--- src/rtl/npc_pkg.sv ---
package npc_pkg;

    localparam int XLEN   = 32;
    localparam int JIDX_W = 26;
    localparam int IMM_W  = 16;
    localparam int REGION_W = XLEN - JIDX_W - 2;
    localparam int EXT_W    = XLEN - IMM_W - 2;

    typedef logic [XLEN-1:0] word_t;

    typedef struct packed {
        logic jump;
        logic jreg;
        logic branch;
        logic cmp_rt;
        logic le_sel;
        logic invert;
    } ctrl_t;

    typedef struct packed {
        ctrl_t             c;
        logic [JIDX_W-1:0] jidx;
        logic [IMM_W-1:0]  imm;
        word_t             rs;
        word_t             rt;
    } op_t;

    localparam op_t   NOP_OP   = '0;
    localparam word_t SEQ_STEP = word_t'(4);
    localparam word_t LINK_OFS = word_t'(8);

    function automatic word_t abs_target(word_t pc, logic [JIDX_W-1:0] idx);
        return {pc[XLEN-1 -: REGION_W], idx, 2'b00};
    endfunction

    function automatic word_t branch_ofs(logic [IMM_W-1:0] imm);
        return {{EXT_W{imm[IMM_W-1]}}, imm, 2'b00};
    endfunction

endpackage

--- src/rtl/npc_ctrl_sel.sv ---
module npc_ctrl_sel
    import npc_pkg::*;
#(
    parameter bit DELAY_SLOT = 1'b0
) (
    input  logic clk_i,
    input  logic rst_i,
    input  logic stall_i,
    input  op_t  op_i,
    output op_t  op_o
);

    op_t held_q;

    always_ff @(posedge clk_i) begin
        if (rst_i)
            held_q <= NOP_OP;
        else if (!stall_i)
            held_q <= op_i;
    end

    generate
        if (DELAY_SLOT) begin : g_delayed
            assign op_o = held_q;
        end else begin : g_direct
            assign op_o = op_i;
        end
    endgenerate


    clear_on_reset_chk: assert property (@(posedge clk_i)
        rst_i |=> (held_q == NOP_OP));


    hold_in_stall_chk: assert property (@(posedge clk_i) disable iff (rst_i)
        stall_i |=> $stable(held_q));


    load_when_free_chk: assert property (@(posedge clk_i) disable iff (rst_i)
        !stall_i |=> (held_q == $past(op_i)));

endmodule

--- src/rtl/npc_cond.sv ---
module npc_cond
    import npc_pkg::*;
(
    input  op_t  op_i,
    output logic cond_o
);

    logic eq;
    logic neg;
    logic zero;
    logic base;

    always_comb begin
        eq   = (op_i.rs == op_i.rt);
        neg  = op_i.rs[XLEN-1];
        zero = (op_i.rs == '0);
        if (op_i.c.cmp_rt)
            base = eq;
        else if (op_i.c.le_sel)
            base = neg | zero;
        else
            base = neg;
        cond_o = base ^ op_i.c.invert;
    end

endmodule

--- src/rtl/npc_select.sv ---
module npc_select
    import npc_pkg::*;
(
    input  op_t   op_i,
    input  logic  cond_i,
    input  word_t pc_i,
    input  logic  stall_i,
    output word_t npc_o,
    output logic  taken_o,
    output logic  jump_o,
    output logic  jreg_o
);

    always_comb begin
        npc_o   = pc_i + SEQ_STEP;
        taken_o = 1'b0;
        jump_o  = 1'b0;
        jreg_o  = 1'b0;
        if (stall_i) begin
            npc_o = pc_i;
        end else if (op_i.c.jump) begin
            if (op_i.c.jreg) begin
                npc_o  = op_i.rs;
                jreg_o = 1'b1;
            end else begin
                npc_o  = abs_target(pc_i, op_i.jidx);
                jump_o = 1'b1;
            end
        end else if (op_i.c.branch && cond_i) begin
            npc_o   = pc_i + branch_ofs(op_i.imm);
            taken_o = 1'b1;
        end
    end

endmodule

--- src/rtl/npc_unit.sv ---
module npc_unit
    import npc_pkg::*;
#(
    parameter bit DELAY_SLOT = 1'b0
) (
    input  logic        clk_i,
    input  logic        rst_i,
    input  logic        stall_i,
    input  logic [31:0] pc_i,
    input  logic        jump_i,
    input  logic        jreg_i,
    input  logic        branch_i,
    input  logic        cmp_rt_i,
    input  logic        le_sel_i,
    input  logic        invert_i,
    input  logic        link_i,
    input  logic [25:0] jidx_i,
    input  logic [15:0] imm_i,
    input  logic [31:0] rs_i,
    input  logic [31:0] rt_i,
    output logic [31:0] npc_o,
    output logic        taken_o,
    output logic        jump_o,
    output logic        jreg_o,
    output logic        link_en_o,
    output logic [31:0] link_val_o
);

    op_t  live_op;
    op_t  app_op;
    logic cond;

    always_comb begin
        live_op.c.jump   = jump_i;
        live_op.c.jreg   = jreg_i;
        live_op.c.branch = branch_i;
        live_op.c.cmp_rt = cmp_rt_i;
        live_op.c.le_sel = le_sel_i;
        live_op.c.invert = invert_i;
        live_op.jidx     = jidx_i;
        live_op.imm      = imm_i;
        live_op.rs       = rs_i;
        live_op.rt       = rt_i;
    end

    npc_ctrl_sel #(.DELAY_SLOT(DELAY_SLOT)) u_sel (
        .clk_i   (clk_i),
        .rst_i   (rst_i),
        .stall_i (stall_i),
        .op_i    (live_op),
        .op_o    (app_op)
    );

    npc_cond u_cond (
        .op_i   (app_op),
        .cond_o (cond)
    );

    npc_select u_next (
        .op_i    (app_op),
        .cond_i  (cond),
        .pc_i    (pc_i),
        .stall_i (stall_i),
        .npc_o   (npc_o),
        .taken_o (taken_o),
        .jump_o  (jump_o),
        .jreg_o  (jreg_o)
    );

    assign link_en_o  = link_i;
    assign link_val_o = pc_i + LINK_OFS;


    one_redirect_chk: assert property (@(posedge clk_i) disable iff (rst_i)
        $onehot0({taken_o, jump_o, jreg_o}));


    stall_freeze_chk: assert property (@(posedge clk_i) disable iff (rst_i)
        stall_i |-> (npc_o == pc_i) && !taken_o && !jump_o && !jreg_o);


    jump_region_chk: assert property (@(posedge clk_i) disable iff (rst_i)
        jump_o |-> (npc_o[31:28] == pc_i[31:28]) && (npc_o[1:0] == 2'b00));


    seq_advance_chk: assert property (@(posedge clk_i) disable iff (rst_i)
        (!stall_i && !taken_o && !jump_o && !jreg_o) |-> (npc_o - pc_i == 32'd4));

endmodule

--- config.mk ---
export PLATFORM = sky130hd
export DESIGN_NAME = npc_unit
export DESIGN_NICKNAME = d
export VERILOG_FILES = /design/src/rtl/npc_pkg.sv /design/src/rtl/npc_ctrl_sel.sv /design/src/rtl/npc_cond.sv /design/src/rtl/npc_select.sv /design/src/rtl/npc_unit.sv
export SDC_FILE = /design/constraint.sdc
export NUM_CORES = 1
export LEC_CHECK = 0
export ABC_AREA = 1
export CAP_MARGIN = 20
export CELL_PAD_IN_SITES_DETAIL_PLACEMENT = 1
export CELL_PAD_IN_SITES_GLOBAL_PLACEMENT = 1
export CORE_ASPECT_RATIO = 0.6
export CORE_MARGIN = 3
export CORE_UTILIZATION = 38
export DETAILED_ROUTE_END_ITERATION = 16
export DONT_BUFFER_PORTS = 1
export PLACE_DENSITY_LB_ADDON = 0.3
export SLEW_MARGIN = 20
export SYNTH_ARGS = -nofsm -noshare
export SYNTH_HDL_FRONTEND = slang
export SYNTH_SLANG_ARGS = --single-unit
export TNS_END_PERCENT = 10
--- constraint.sdc ---
create_clock -name vclk -period 4.8
set_clock_uncertainty 0.05 [all_clocks]
set_input_delay 0.96 -clock vclk [all_inputs]
set_output_delay 0.96 -clock vclk [all_outputs]
set_load 0.01 [all_outputs]
## Yosys cells after proc, flatten, opt, wreduce, memory -nomap -nowiden

Index checks and enable logic that the tools add are counted.
Widths: inputs -> output; s select.

- Output and inout port bits: 68
- RAM bits: 0
- Bits in latches: 0
- Memories kept: 0
- Input bits: 148
- Bits in registers: 0
- Memory bits (read-only): 0
- Word-level logic and storage cells: 23

- Bitwise gates (word level): 2
- Eq/ne operators: 1
- Shift operators: 0
- Add/sub/neg operators: 3
- Multipliers: 0
- Mux-type cells: 15
- Reductions and logical operators: 2
- Div/mod/pow operators: 0
- $lt $le $gt $ge: 0

Operators with widths:

| kind | count |
|---|---|
| $mux 32 | 4 |
| $add 32x3->32 const B | 1 |
| $add 32x32->32 | 1 |
| $add 32x4->32 const B | 1 |
| $eq 32x32->1 | 1 |
| $logic_not 32->1 | 1 |
| $mux 1 | 11 |
| $logic_and 1x1->1 | 1 |
| $or 1x1->1 | 1 |
| $xor 1x1->1 | 1 |

## Longest topological paths before layout

- Depth after elaboration: 9
- Depth in mapped cells: 28
- Depth with buffers taken out: 28

## Modules after synthesis

From an unflattened synthesis, not the netlist that was laid out.

- Cell total of the unflattened synthesis: 1081
- Area total of the unflattened synthesis: 5524.0 um^2

By module, submodules not included:

| module | seq. area each (um^2) | area an instance (um^2) | cells an instance | instances |
|---|---|---|---|---|
| npc_select | 0.0 | 2763.9 | 559 | 1 |
| npc_cond | 0.0 | 1077.3 | 245 | 1 |
| npc_unit | 0.0 | 842.1 | 165 | 1 |
| npc_ctrl_sel | 0.0 | 840.8 | 112 | 1 |

## Worst setup path after synthesis

No wires, ideal clock.

- Path kind: input-to-output
- Start: in rs_i[28]
- End: out npc_o[26]
- Path buffers: 0
- Cell stages on the path: 24
- Path slack: -0.310 ns
- Required time: 3.790 ns
- Arrival time: 4.100 ns
- Cells stage by stage: inv_1 -> nand2_1 -> nand2_1 -> nor2_1 -> nand2_1 -> nor2_1 -> nand3_1 -> o21ai_0 -> nand2_1 -> nand2_1 -> nand2_1 -> or2_2 -> ha_1 -> fa_1 -> nand2_1 -> nand2_1 -> o21ai_0 -> o21ai_1 -> a21oi_1 -> o21ai_1 -> a21oi_1 -> o21ai_0 -> xnor2_1 -> o21ai_0

- Cells in the longest elaborated chain, start to end: 9
- Elaborated cells between the ends (all ways): 10
- Classes of those cells: eq/ne (1); mux (5); bitwise (2); reduce/logical (2)

Ends and longest elaborated chain:

| element | RTL line | source |
|---|---|---|
| start: declaration | npc_unit.sv:19 | `input logic [31:0] rs_i,` |
| $logic_not 32->1 | npc_cond.sv:16 | `zero = (op_i.rs == '0);` |
| $or 1x1->1 | npc_cond.sv:20 | `base = neg \| zero;` |
| $mux 1 | npc_cond.sv:19 | `else if (op_i.c.le_sel)` |
| $mux 1 * | npc_cond.sv:17 | `if (op_i.c.cmp_rt)` |
| $xor 1x1->1 * | npc_cond.sv:23 | `cond_o = base ^ op_i.c.invert;` |
| $logic_and 1x1->1 * | npc_select.sv:29 | `end else if (op_i.c.branch && cond_i) begin` |
| $mux 32 * | npc_select.sv:29 |  |
| $mux 32 * | npc_select.sv:21 | `end else if (op_i.c.jump) begin` |
| $mux 32 * | npc_select.sv:19 | `if (stall_i) begin` |
| end: declaration | npc_unit.sv:21 | `output logic [31:0] npc_o,` |

Every way passes the cells marked *; elsewhere a longest branch is shown, timed or not.

## Worst setup path in the final report

- Start: in rs_i[9]
- End: out npc_o[27]

Same word-level chain as after synthesis.

==> run_results.csv <==
group,metric,value,unit
layout,drive_above_1_share,35.7,%
timing,fin_ws,-395,ps
timing,min_period_over_period,108,%
setup_path,crit_slowest_cell,"ha_1",
synthesis,synthXorXnorAreaFrac,10.6,%
floorplanning,die_x,133,um
pwr,power,551,uW
routing,dr_wl_met3,1760,um
timing,finalSetupViolCount,22,
place,place_hpwl,16500,um
layout,seq_cells,0,
routing,final_antenna_net_count,0,
outcome,status,"finished, violations left",
routing,drtIter0Drc,468,
synthesis,syn_inst,688,
floorplanning,io_pins,216,
timing,tightest_slew,971,ps
global_routing,grt_pass1_vias,5391,
floorplanning,die_h,81.9,um
routing,vias_per_cell,6.04,
routing,highest_layer,"met4",
layout,mostFrequentLayoutCells,"nand2_1, buf_4, inv_1",
global_routing,grt_max_degree,31,
floorplanning,core_area,0.00926,mm2
synthesis,synthAdderAreaFrac,10.8,%
setup_path,start_kind,"input pin",
pwr,p_leak,2.57,nW
layout,fin_cells,920,
synthesis,synthMuxAreaShare,0,%
layout,antenna_cells,0,
place,portBuffers,0,
synthesis,synth_top_family_by_area,"simple AND/OR/NAND/NOR gates",
synthesis,ys_seq_area_share,0,%
layout,clock_buffers,0,
setup_path,criticalPathCategory,"input pin to output port",
routing,vias,5555,
synthesis,yosys_warnings,0,
pwr,ir_drop,0.0470,mV
synthesis,synthSimpleGateAreaFrac,41.3,%
setup_path,arrival,4180,ps
timing,drv_slew,0,
global_routing,overflow,0,
place,detailed_place.area,0.00457,mm2
flow_run,max_cap_violations,0,
setup_path,cp_common_cell,"nand2_1",
pwr,power.density,102,mW/mm2
setup_path,cp-end-kind,"output port",
routing,wirelength,21200,um
timing,final_hold_viol_count,0,
routing,avgRoutedWirePerCell,23.0,um
routing,met2_length,9910,um
synthesis,synth.net_count,867,
synthesis,synth_area,0.00365,mm2
layout,fin_area,0.00538,mm2
global_routing,grt_pass1_wl,28700,um
floorplanning,initial_core_util,39.5,%
layout,syn_to_final_growth,47.3,%
outcome,violations,"setup timing",
timing,grt_setup_unrepaired,"yes",
synthesis,yosysUniqueCellTypes,42,
setup_path,slowest_delay,310,ps
routing,dr.pass1.iters,5,
layout,seq_area,0,um2
timing,relSlewSlack,35.0,%
setup_path,worst-path-max-fanout,6,
layout,final_nets,971,
synthesis,synth_compound_area_share,24.7,%
global_routing,antenna_found_initial,0,
layout,final_common_cell,"nand2_1",
worst_hold_path,hold_path.class,"input pin to output port",
place,place_congestion,0.932,
routing,met1_length,8860,um
floorplanning,die_area,0.0109,mm2
global_routing,track_usage,33.0,%
routing,drc,0,
cts,cts_hold_buf,0,
setup_path,cp.required,3790,ps
synthesis,synth_area_per_cell,5.31,um2
timing,min_period,5190,ps
timing,timing.fmax,193,MHz
floorplanning,rows,27,
place,dp_cells,909,
==> where the power goes <==
group          internal [mW]  switching (mW)  total [mW]
sequential                 0               0           0
combinational          0.244           0.307       0.551
clock                      0               0           0
total                  0.244           0.307       0.551
==> layout make-up <==
cell class	count	area (um2)
tap	130	163
fill	1321	3870
inverter	102	435
timing repair buffer	118	927
multi-input combinational	570	3860
==> worst max-delay path: cells and delay by family <==
kind,cells,cell delay [ps]
compound gates,5,710
fa+ha+maj,1,310
buf+inv,5,580
simple gates,18,1610
==> worst paths after layout <==
path	cells past startpoint	endpoint	slack [ps]	startpoint
max	29	npc_o[27]	-390	rs_i[9]
min	0	link_en_o	1870	link_i
==> per-stage QoR <==
step	TNS [ps]	util [%]	worst slack, ps	hold WS [ps]
6_report	-7000	58.1	-395	1870
5_1_grt	-11330	58.1	-596	1870
4_1_cts	-5610	52.1	-380	1870
3_5_place_dp	-10170	49.4	-647	1870
3_3_place_gp	-5650	49.4	-403	1870
2_1_floorplan	0	-	3.81	1920
==> layer usage <==
metal	vias to the layer above	global-route usage, %
met5	-	0
met4	0	6.22
met3	61	7.22
met2	317	56.6
met1	2683	43.1
li1	2494	-
==> Yosys cell counts (2+ instances only) <==
cell       number  area [um2]
nor2_1        101         379
o21bai_1        2        15.0
nand2_1       169         634
nand3_1        35         175
a31oi_1        10        62.6
nand4_1         9        56.3
clkinv_1        2        7.51
a21oi_1        52         260
a221oi_1        6        52.6
o2111ai_1       2        17.5
xnor2_1        22         193
nand3b_1        5        37.5
or2_2          11        68.8
o21a_1          2        15.0
xor2_1         22         193
o21ai_1         2        10.0
a21o_1          2        15.0
o21ai_0        33         165
o31ai_1         2        15.0
a22oi_1        19         143
nor3_2          2        20.0
nand3_2         2        20.0
nor3_1          6        30.0
o221ai_1        7        61.3
ha_1           30         375
inv_1         100         375
clkbuf_1       12        45.0
buf_4           4        30.0
o211ai_1        4        30.0
==> kinds of logic (layout without fill, tap and decap cells) <==
| kind of cell | after synthesis | after routing |
|---|---|---|
| adder cells (fa/ha/maj) | 31 | 31 |
| AND/OR/NAND/NOR | 347 | 347 |
| buffers and inverters | 118 | 220 |
| XOR/XNOR | 44 | 44 |
| AO/OA/AOI/OAI | 148 | 148 |
==> what timing repair did <==
| item | in CTS | in global routing |
|---|---|---|
| buffers inserted | 4 | 6 |
| pin swaps | 30 | 74 |
| resized for setup | 60 | 135 |
| cloned | 0 | 1 |
| setup endpoints to repair | 22 | 25 |
No activity file was read; power rests on OpenSTA's default activity.
